File: config.mk
export PLATFORM = sky130hd
export DESIGN_NAME = nv_backup_seq
export DESIGN_NICKNAME = d
export VERILOG_FILES = /design/src/rtl/nv_backup_seq.sv
export SDC_FILE = /design/constraint.sdc
export NUM_CORES = 1
export LEC_CHECK = 0
export BUFFER_PORTS_ARGS = -buffer_cell sky130_fd_sc_hd__buf_4
export CORE_MARGIN = 5
export CORE_UTILIZATION = 55
export CTS_BUF_LIST = sky130_fd_sc_hd__clkbuf_8
export DETAILED_ROUTE_END_ITERATION = 6
export GPL_ROUTABILITY_DRIVEN = 0
export PLACE_DENSITY_LB_ADDON = 0.25
export SLEW_MARGIN = 20
export SYNTH_ARGS = -nofsm -noshare
export SYNTH_HDL_FRONTEND = slang
export SYNTH_SLANG_ARGS = --single-unit
File: constraint.sdc
create_clock -name clk -period 2.11 [get_ports clk]
set_input_delay 0.211 -clock clk [delete_from_list [all_inputs] [get_ports clk]]
set_output_delay 0.211 -clock clk [all_outputs]
set_load 0.05 [all_outputs]
File: src/rtl/nv_backup_seq.sv
module nv_backup_seq #(
  parameter int ERASE_CYC  = 8,
  parameter int PROG_CYC   = 12,
  parameter int CLR_CYC    = 4,
  parameter int XFER_CYC   = 6,
  parameter int ASSERT_CYC = 5,
  parameter int DLY_CYC    = 10,
  parameter int CHECK_CYC  = 3
) (
  input  logic clk,
  input  logic rst_n,
  input  logic pwr_ok,
  input  logic busy_in,
  input  logic acc_strobe,
  input  logic wr_req,
  input  logic sw_store,
  input  logic sw_recall,
  output logic busy_pd,
  output logic sram_inhibit,
  output logic ph_erase,
  output logic ph_program,
  output logic ph_clear,
  output logic ph_transfer
);
  localparam int M1 = (ERASE_CYC > PROG_CYC) ? ERASE_CYC : PROG_CYC;
  localparam int M2 = (CLR_CYC > XFER_CYC) ? CLR_CYC : XFER_CYC;
  localparam int M3 = (DLY_CYC > CHECK_CYC) ? DLY_CYC : CHECK_CYC;
  localparam int M4 = (M1 > M2) ? M1 : M2;
  localparam int MX = (M4 > M3) ? M4 : M3;
  localparam int CW = $clog2(MX + 1);
  localparam int LW = $clog2(ASSERT_CYC + 1);

  typedef enum logic [3:0] {
    S_OFF, S_CLR, S_XFER, S_RUN, S_DLY, S_CHK, S_ERASE, S_PROG, S_LOCK
  } st_t;
  typedef enum logic [1:0] {SRC_SW, SRC_EXT, SRC_AUTO} src_t;

  st_t            st;
  src_t           src;
  logic [CW-1:0]  cnt;
  logic [LW-1:0]  lowcnt;
  logic           dirty;

  assign sram_inhibit = (st == S_DLY) ? wr_req : (st != S_RUN);
  assign busy_pd      = (st == S_CHK) || (st == S_ERASE) || (st == S_PROG);
  assign ph_erase     = (st == S_ERASE);
  assign ph_program   = (st == S_PROG);
  assign ph_clear     = (st == S_CLR);
  assign ph_transfer  = (st == S_XFER);

  always_ff @(posedge clk or negedge rst_n) begin
    if (!rst_n) begin
      st     <= S_OFF;
      src    <= SRC_SW;
      cnt    <= '0;
      lowcnt <= '0;
      dirty  <= 1'b0;
    end else begin
      if (wr_req && !sram_inhibit) dirty <= 1'b1;
      lowcnt <= (st == S_RUN && !busy_in) ? lowcnt + 1'b1 : '0;
      if (cnt != '0) cnt <= cnt - 1'b1;
      case (st)
        S_OFF: if (pwr_ok) begin st <= S_CLR; cnt <= CW'(CLR_CYC - 1); end
        S_CLR: if (cnt == '0) begin st <= S_XFER; cnt <= CW'(XFER_CYC - 1); end
        S_XFER: if (cnt == '0) st <= pwr_ok ? S_RUN : S_OFF;
        S_RUN: begin
          if (!pwr_ok) begin
            lowcnt <= '0;
            src    <= SRC_AUTO;
            if (dirty) begin st <= S_CHK; cnt <= CW'(CHECK_CYC - 1); end
            else st <= S_OFF;
          end else if (sw_store) begin
            lowcnt <= '0;
            src    <= SRC_SW;
            st     <= S_ERASE;
            cnt    <= CW'(ERASE_CYC - 1);
          end else if (sw_recall) begin
            lowcnt <= '0;
            st     <= S_CLR;
            cnt    <= CW'(CLR_CYC - 1);
          end else if (!busy_in && lowcnt == LW'(ASSERT_CYC - 1)) begin
            lowcnt <= '0;
            src    <= SRC_EXT;
            if (dirty) begin st <= S_DLY; cnt <= CW'(DLY_CYC - 1); end
            else st <= S_LOCK;
          end
        end
        S_DLY: if (acc_strobe || wr_req || cnt == '0) begin
          st  <= S_ERASE;
          cnt <= CW'(ERASE_CYC - 1);
        end
        S_CHK: if (cnt == '0) begin
          if (!busy_in) begin st <= S_ERASE; cnt <= CW'(ERASE_CYC - 1); end
          else st <= S_OFF;
        end
        S_ERASE: if (cnt == '0) begin st <= S_PROG; cnt <= CW'(PROG_CYC - 1); end
        S_PROG: if (cnt == '0) begin
          dirty <= 1'b0;
          case (src)
            SRC_EXT:  st <= S_LOCK;
            SRC_AUTO: st <= S_OFF;
            default:  st <= pwr_ok ? S_RUN : S_OFF;
          endcase
        end
        S_LOCK: if (busy_in) st <= pwr_ok ? S_RUN : S_OFF;
        default: st <= S_OFF;
      endcase
    end
  end

  a_r4_pd_while_store: assert property (@(posedge clk) disable iff (!rst_n)
    (ph_erase || ph_program) |-> busy_pd);
  a_r4_program_follows_erase: assert property (@(posedge clk) disable iff (!rst_n)
    $fell(ph_erase) |-> ph_program);
  a_r2_transfer_follows_clear: assert property (@(posedge clk) disable iff (!rst_n)
    $fell(ph_clear) |-> ph_transfer);
  a_r2_inhibit_in_phases: assert property (@(posedge clk) disable iff (!rst_n)
    (ph_erase || ph_program || ph_clear || ph_transfer) |-> sram_inhibit);
  a_r10_lock_holds: assert property (@(posedge clk) disable iff (!rst_n)
    (st == S_LOCK && !busy_in) |=> sram_inhibit);
  a_r7_abort_clean: assert property (@(posedge clk) disable iff (!rst_n)
    (st == S_CHK && cnt == '0 && busy_in) |=> (!busy_pd && !ph_erase));
  a_r13_off_quiet: assert property (@(posedge clk) disable iff (!rst_n)
    (st == S_OFF && !pwr_ok) |=> (!busy_pd && !ph_erase && !ph_clear));
endmodule

Yosys cells after proc, flatten, opt, wreduce, memory -nomap -nowiden. Cells that the tools add are included. W data, S select, Z words.

Bits in latches: 0. Memories: 0. Output and inout bits: 6. Memory bits (read-only): 0. Register bits after elaboration: 14. Logic and storage cells: 90. Bits in writable memories: 0. Input bits: 8.

Multipliers: 0. Multiplexer cells: 46. Reductions and logical operators: 14. Bitwise gates (word level): 0. Equality and inequality tests: 23. Divide/modulo/power cells: 0. Shift operators: 0. Add/sub/neg operators: 2. $lt $le $gt $ge: 0.

Operator list (number): $mux W4 (26); $pmux W4 S9 (1); $mux W3 (8); $pmux W4 S6 (1); $eq A4 B3 Y1 const B (4); $ne A2 B1 Y1 const B (6); $mux W2 (5); $reduce_and A9 Y1 (1); $eq A4 B2 Y1 const B (2); $logic_not A4 Y1 (2); $pmux W4 S2 (1); $ne A5 B4 Y1 const B (1); $eq A4 B1 Y1 const B (1); $eq A4 B4 Y1 const B (1); $logic_or A1 B1 Y1 (4); $mux W1 (4); $ne A2 B2 Y1 const B (2); $ne A4 B2 Y1 const B (1); $reduce_bool A4 Y1 (1); $sub A4 B1 Y4 const B (1); $add A3 B1 Y3 const B (1); $eq A3 B3 Y1 const B (1); $logic_and A1 B1 Y1 (3); $ne A3 B1 Y1 const B (1); 5 further kinds (6).

Depth between registers and ports, before layout. Gate-level depths: netlist of run 1.

Depth in word-level cells: 8. Mapped depth: 10. Mapped depth without buffers: 10.

Worst setup path before layout of run 1. Ideal clock, no wire load.

Kind: register to register. Start point: register cnt[0]. End point: register cnt[0]. Library setup time: 0.119 ns. Path slack: -0.182 ns. Arrival time: 2.173 ns. Cell stages (with the launch flop): 10. Clock period less this slack: 2.292 ns. Buffers on the path: 0. Path through: dfrtp_1 inv_1 ha_1 nor3b_4 inv_2 ha_1 o32a_1 a221oi_1 o211ai_1 o21a_1.

Longest elaborated chain between the ends: 8.

RTL lines: start: declaration (RTL line 40) `logic [CW-1:0] cnt;`; start signal: assignment (RTL line 61) `if (cnt != '0) cnt <= cnt - 1'b1;`; start signal: assignment (RTL line 76) `cnt <= CW'(ERASE_CYC - 1);`; start signal: assignment (RTL line 80) `cnt <= CW'(CLR_CYC - 1);`; $sub A4 B1 Y4 / $reduce_bool A4 Y1 (equally long branches) (RTL line 61); $mux W4 (RTL line 61); $mux W4 (RTL line 84) `if (dirty) begin st <= S_DLY; cnt <= CW'(DLY_CYC - 1); end`; $mux W4 (RTL line 81) `end else if (!busy_in && lowcnt == LW'(ASSERT_CYC - 1)) begin`; $mux W4 (RTL line 77) `end else if (sw_recall) begin`; $mux W4 (RTL line 72) `end else if (sw_store) begin`; $mux W4 (RTL line 67) `if (!pwr_ok) begin`; $pmux W4 S6 (*) (RTL line 62) `case (st)`.

Every way passes the cells marked *; elsewhere a longest branch is shown, timed or not. A chain may end at the register's enable or synchronous reset.

Worst setup path in the final report of run 1.
Start point: register cnt[1]. End point: register cnt[0].

Longest elaborated chain between the ends: 8.

RTL lines (RTL line): $reduce_bool A4 Y1 (61); $mux W4 (61); $mux W4 (84); $mux W4 (81); $mux W4 (77); $mux W4 (72); $mux W4 (67); $pmux W4 S6 (*) (62).

Marks and branches as above.

==> metrics.cfg, run 1 <==
[critical_path]
worstRegToRegCells=9
critPathCaptureType=flip-flop
start_kind=flip-flop
crit_chain=inv_2, ha_4, nor3b_4, inv_2, ha_4, o32a_1, a221oi_2, o211ai_1, o21a_1
crit_buf_inv=2
cp.required_ns=2.25
cp_num_cells=9
slowest_delay_ns=0.40
cp_max_fo=5
cpLargestDelayFamily=compound AO/OA/AOI/OAI gates
worstPathArrival_ns=2.18
worst-setup-path-type=reg2reg
cpMaxStageDelayCell=dfrtp_1

[clock_network]
clkLatencyLatePin_ns=0.25
cts_inserted_buffers=3
clkSinkCount=14
cts-root-buf=clkbuf_8
clk_path_buf_depth=2
path_clk_slew_ns=0.06
cts_tree=built
h-tree-depth=1

[synth]
ys_seq_area_share_pct=27.3
syn_area_sq_um=1280
yosys_warnings=0
postSynthCellCount=163
async_flop_share_pct=100
synth_cell_types=50
syn_nets=176
yosys_most_used_dff=dfrtp_1
synth_edf_count=0
synth_seq_cells=14
synth.avg_cell_area_sq_um=7.88

[sta]
finalClockSkew_ns=0.00171
rsz0062_at_grt=true
finalSetupViolations=0
max_freq_mhz=491
drv_slew=0
period_minus_slack_ns=2.04
fin_crit_sh_pct=96.5
worstMarginPinSlew_ns=0.331
holdWs_ns=0.280
hold_violations=0
maxSlewHeadroom_pct=77.6

[drt]
wl_per_cell_microns=17.0
via_per_inst=6.44
drt-initial-drc-count=80
wl_microns=3560
postRouteAntennaNets=0
dr.pass1.iters=4
drc=0
vias=1346

[job]
drv_cap=0

[hold_path]
whs_path_depth=3
hp-class=in2reg

[floorplanning]
start_util_pct=58.1
io_pins=14
die_h_microns=58.3
fp-row-count=17
dieArea_sq_um=3400
fp.dieW_microns=58.3
core_area_sq_um=2210

[power]
power_frac_seq_pct=19.0
combPwrFrac_pct=71.8
p_int_mw=1.25
netSwitchingPower_mw=1.17
swShare_pct=48.3
leakage_nw=0.659
powerDensity_nw_per_um2=1570
peakVddDrop_v=0.000987
p_clk_share_pct=9.3

[placed_design]
place_hpwl_microns=2550
io_buffers=13
place_area_sq_um=1480

[finish]
postLayoutCoreUtil_pct=69.7
mostFrequentLayoutCells=buf_4, nor2_1, dfrtp_1, a21oi_1
area.growth.synth_to_final_pct=20.0
layout-drive-gt1-share_pct=23.8
final_area_sq_um=1540
antenna_cells=0
nets=196
final_common_cell=buf_4

[global_routing]
overflow=0
antenna_found_initial=0
grt_pass1_wl_microns=5990
grt_max_degree=26
grt_usage_pct=22.3
grt_pass1_vias=1293

[run_status]
status=completed

==> cells by family (layout without fill, tap and decap cells) <==
family	after synthesis	after routing	synth area share, %
simple gates	73	73	33.1
compound gates	48	48	24.3
buf+inv	18	36	5.74
flops	14	14	27.3
fa+ha+maj	5	5	4.87
mux	4	4	3.99
xor+xnor	1	1	0.682
==> cell type report <==
type	count	area [sq um]
Clock buffer	3	41.3
Timing Repair Buffer	24	183
Inverter	9	33.8
Fill cell	193	671
Multi-Input combinational cell	131	898
Tap cell	28	35.0
Sequential cell	14	350
==> metal layers <==
metal / up-vias / part of all wire [%] / GRT usage [%]
li1: 638 / - / -
met1: 631 / 44 / 31.2
met2: 72 / 48 / 35.4
met3: 5 / 7.2 / 2.85
met4: 0 / 1.1 / 7.62
met5: - / 0 / 0
==> path summary, 6_finish.rpt <==
kind                            from  slack (ns)         to
hold reg to reg            lowcnt[0]        0.45  lowcnt[0]
min in group asynchronous      rst_n        0.35  lowcnt[0]
max in group asynchronous      rst_n        1.58     cnt[1]
setup reg to reg              cnt[1]        0.07     cnt[0]
setup / recovery              cnt[1]        0.07     cnt[0]
hold / removal              sw_store        0.28     cnt[2]
==> registers in the layout, summed over array words and instances, names as in the netlist <==
register,flops
lowcnt,3
st,4
cnt,4
src,2
dirty,1
==> tightest hold or removal path: stages <==
cell and delay (ns):
buf_4 0.12, a32oi_1 0.10, o41ai_2 0.05
==> metrics by stage <==
stage / instances / power [mW] / setup TNS (ns) / setup WS (ns)
2_1_floorplan: 163 / 1.70 / -0.000156 / -0.000156
3_3_place_gp: 204 / 2.10 / 0 / 0.142
3_5_place_dp: 204 / 2.14 / 0 / 0.0653
4_1_cts: 208 / 2.38 / 0 / 0.0518
5_1_grt: 209 / 2.59 / -0.0229 / -0.0229
6_report: 209 / 2.42 / 0 / 0.0746
==> power by group through the flow <==
stage	Sequential (mW)	Combinational [mW]	Clock, mW
4_1_cts	0.456	1.70	0.223
3_5_place_dp	0.460	1.68	0
2_1_floorplan	0.460	1.25	0
6_report	0.458	1.73	0.225
3_3_place_gp	0.457	1.64	0
5_1_grt	0.477	1.88	0.233
==> cell usage after synthesis (all sizes together), types with 2 or more instances <==
master  count  area (sq um)
nand3b      4          30.0
o211ai      2          15.0
nand4b      2          17.5
dfrtp      14           350
buf         5          25.0
o31ai       2          15.0
nand2      11          41.3
inv         9          33.8
nor3b       2          26.3
ha          5          62.6
nor4        2          12.5
nand2b      8          50.1
a21oi      13          65.1
o22ai       2          12.5
o41ai       2          25.0
a21o        2          15.0
nor3        8          40.0
nor2       16          60.1
clkbuf      4          15.0
nor2b       3          18.8
nand3       5          30.0
o21ai      12          60.1
or3         2          12.5
and3        3          18.8
or2         3          18.8
a31oi       2          12.5
mux2        3          41.3
==> what timing repair did <==
item / 4_1_cts / 5_1_grt
endpoints found under the setup margin: 0 / 2
gates resized for setup: 0 / 1
hold buffers: 1 / 0
hold endpoints to repair: 14 / 0
setup buffers: 0 / 1
No activity file was read; power rests on OpenSTA's default activity.
==> run 2: changes to the inputs <==
Settings changed: CORE_UTILIZATION 55 to 29.
==> run 2 against run 1 <==
Effect of this change: sequential share of layout area shrank 0.54 points; register-to-register slack improved by 0.05 ns; clock power is 20% higher; sequential power down 2%; core utilization decreased by 33 points; clock skew up 0.0032 ns; flip-flop and latch count unchanged; first-iteration DRC count increased by 51%; via count shrank 2.1%; fmax rose by 2.4%; count of clock-buffer cells in the layout is 1 higher; cell area up 2.4%; critical path type unchanged.
==> metrics.cfg, run 2 (synthesized netlist as in run 1, its figures left out) <==
[critical_path]
worst-setup-path-type=reg2reg  ; unchanged
critPathCaptureType=flip-flop  ; unchanged
slowest_delay_ns=0.40  ; about the same
worstPathArrival_ns=2.12  ; was 2.18 ns
cp_max_fo=5  ; unchanged
crit_buf_inv=2  ; unchanged
cp.required_ns=2.25  ; about the same
cpMaxStageDelayCell=dfrtp_1  ; unchanged
cpLargestDelayFamily=compound AO/OA/AOI/OAI gates  ; unchanged
start_kind=flip-flop  ; unchanged
crit_chain=inv_2, ha_4, nor3b_4, inv_2, ha_4, o32a_1, a221oi_2, o211ai_1, o21a_1  ; unchanged

[power]
peakVddDrop_v=0.000371  ; was 0.000987 V
powerDensity_nw_per_um2=1550  ; was 1570 nW/um^2
leakage_nw=0.665  ; was 0.659 nW

[sta]
holdWs_ns=0.305  ; was 0.280 ns
drv_slew=0  ; unchanged
fin_crit_sh_pct=94.2  ; was 96.5%
rsz0062_at_grt=true  ; unchanged
max_freq_mhz=503  ; was 491 MHz
maxSlewHeadroom_pct=73.8  ; was 77.6%
period_minus_slack_ns=1.99  ; was 2.04 ns
worstMarginPinSlew_ns=0.388  ; was 0.331 ns
finalClockSkew_ns=0.00488  ; was 0.00171 ns
hold_violations=0  ; unchanged
finalSetupViolations=0  ; unchanged

[finish]
top_regs=cnt x4, st x4, lowcnt x3  ; unchanged
antenna_cells=0  ; unchanged
layout-drive-gt1-share_pct=23.6  ; was 23.8%
fill_cells=471  ; was 193
nets=196  ; unchanged
final_area_sq_um=1580  ; was 1540 sq um
mostFrequentLayoutCells=buf_4, nor2_1, dfrtp_1, a21oi_1  ; unchanged
final_common_cell=buf_4  ; unchanged
area.growth.synth_to_final_pct=22.9  ; was 20.0%

[global_routing]
antenna_found_initial=0  ; unchanged
overflow=0  ; unchanged
grt_usage_pct=13.3  ; was 22.3%
grt_pass1_vias=1383  ; was 1293
grt_pass1_wl_microns=6560  ; was 5990 microns
grt_max_degree=26  ; unchanged

[clock_network]
cts_tree=built  ; unchanged
cts_inserted_buffers=3  ; unchanged
clkSinkCount=14  ; unchanged
cts-root-buf=clkbuf_8  ; unchanged
clkLatencyLatePin_ns=0.25  ; about the same
h-tree-depth=1  ; unchanged
clk_path_buf_depth=2  ; unchanged
path_clk_slew_ns=0.06  ; about the same
post_cts_resized=0  ; unchanged

[hold_path]
hp-class=in2reg  ; unchanged

[drt]
vias=1318  ; was 1346
postRouteAntennaNets=0  ; unchanged
via_per_inst=5.63  ; was 6.44
wl_microns=3760  ; was 3560 microns
drc=0  ; unchanged
drt-initial-drc-count=121  ; was 80
dr.pass1.iters=4  ; unchanged
wl_per_cell_microns=16.1  ; was 17.0 microns

[floorplanning]
die_h_microns=76.6  ; was 58.3 microns
fp-row-count=24  ; was 17
start_util_pct=29.7  ; was 58.1%
core_area_sq_um=4320  ; was 2210 sq um
fp.dieW_microns=76.6  ; was 58.3 microns
dieArea_sq_um=5860  ; was 3400 sq um
io_pins=14  ; unchanged

[placed_design]
place_hpwl_microns=2880  ; was 2550 microns
place_area_sq_um=1510  ; was 1480 sq um
io_buffers=13  ; unchanged

[job]
drv_cap=0  ; unchanged

[run_status]
status=completed  ; unchanged

[run 2: cell types whose count changed in the layout (fill, tap and decap cells not counted)]
cell      before  now
nor4bb_2       1    0
clkbuf_8       3    4
nor4bb_1       0    1
[run 2: worst paths after layout]
path                                start        end  slack [ns]  cells past startpoint
max in group asynchronous           rst_n     cnt[0]        1.57                      2
worst max-delay path               cnt[1]     cnt[0]        0.12                      9
worst min-delay path             sw_store     src[0]        0.30                      3
min in group asynchronous           rst_n  lowcnt[0]        0.35                      2
worst min register to register  lowcnt[0]  lowcnt[0]        0.47                      1
worst max register to register     cnt[1]     cnt[0]        0.12                      9
[run 2: layer usage]
metal	global-route usage, %	wire length, microns	vias to the layer above
met5	0	0	-
met4	5.42	61	0
met3	3.07	193	8
met2	21.1	1770	41
met1	17.4	1730	634
li1	-	-	635
[run 2: final cells by class]
type / count / area, sq um / share of cell area, %
well taps: 52 / 65.1 / 4.12
repair buffers: 24 / 183 / 11.6
inverters: 9 / 33.8 / 2.14
flip-flops and latches: 14 / 350 / 22.2
multi-input cells: 131 / 892 / 56.5
clock buffers: 4 / 55.1 / 3.49
[run 2: worst min-delay path, cell delays in order]
cell,delay (ns)
buf_4,0.13
nand2b_1,0.11
a21oi_1,0.06
[run 2: where the power goes]
group | leakage (nW) | switching [mW] | total, mW | internal, mW
clock network | 0.0288 | 0.104 | 0.269 | 0.165
logic | 0.461 | 0.985 | 1.74 | 0.752
registers | 0.175 | 0.0863 | 0.449 | 0.362
total | 0.665 | 1.17 | 2.45 | 1.28
[run 2: through the flow]
stage / instances / setup WS, ns / TNS, ns / power, mW / utilization (%)
2_1_floorplan: 163 / -0.000156 / -0.000156 / 1.70 / -
3_3_place_gp: 228 / 0.140 / 0 / 2.16 / 34.8
3_5_place_dp: 228 / 0.0810 / 0 / 2.17 / 34.8
4_1_cts: 233 / 0.0688 / 0 / 2.45 / 36.3
5_1_grt: 234 / -0.0502 / -0.0502 / 2.67 / 36.5
6_report: 234 / 0.123 / 0 / 2.45 / 36.5
[run 2: what timing repair did]
item | CTS | global route
hold buffers | 1 | 0
buffers inserted | 0 | 1
endpoints found under the setup margin | 0 | 1
endpoints found under the hold margin | 14 | 0
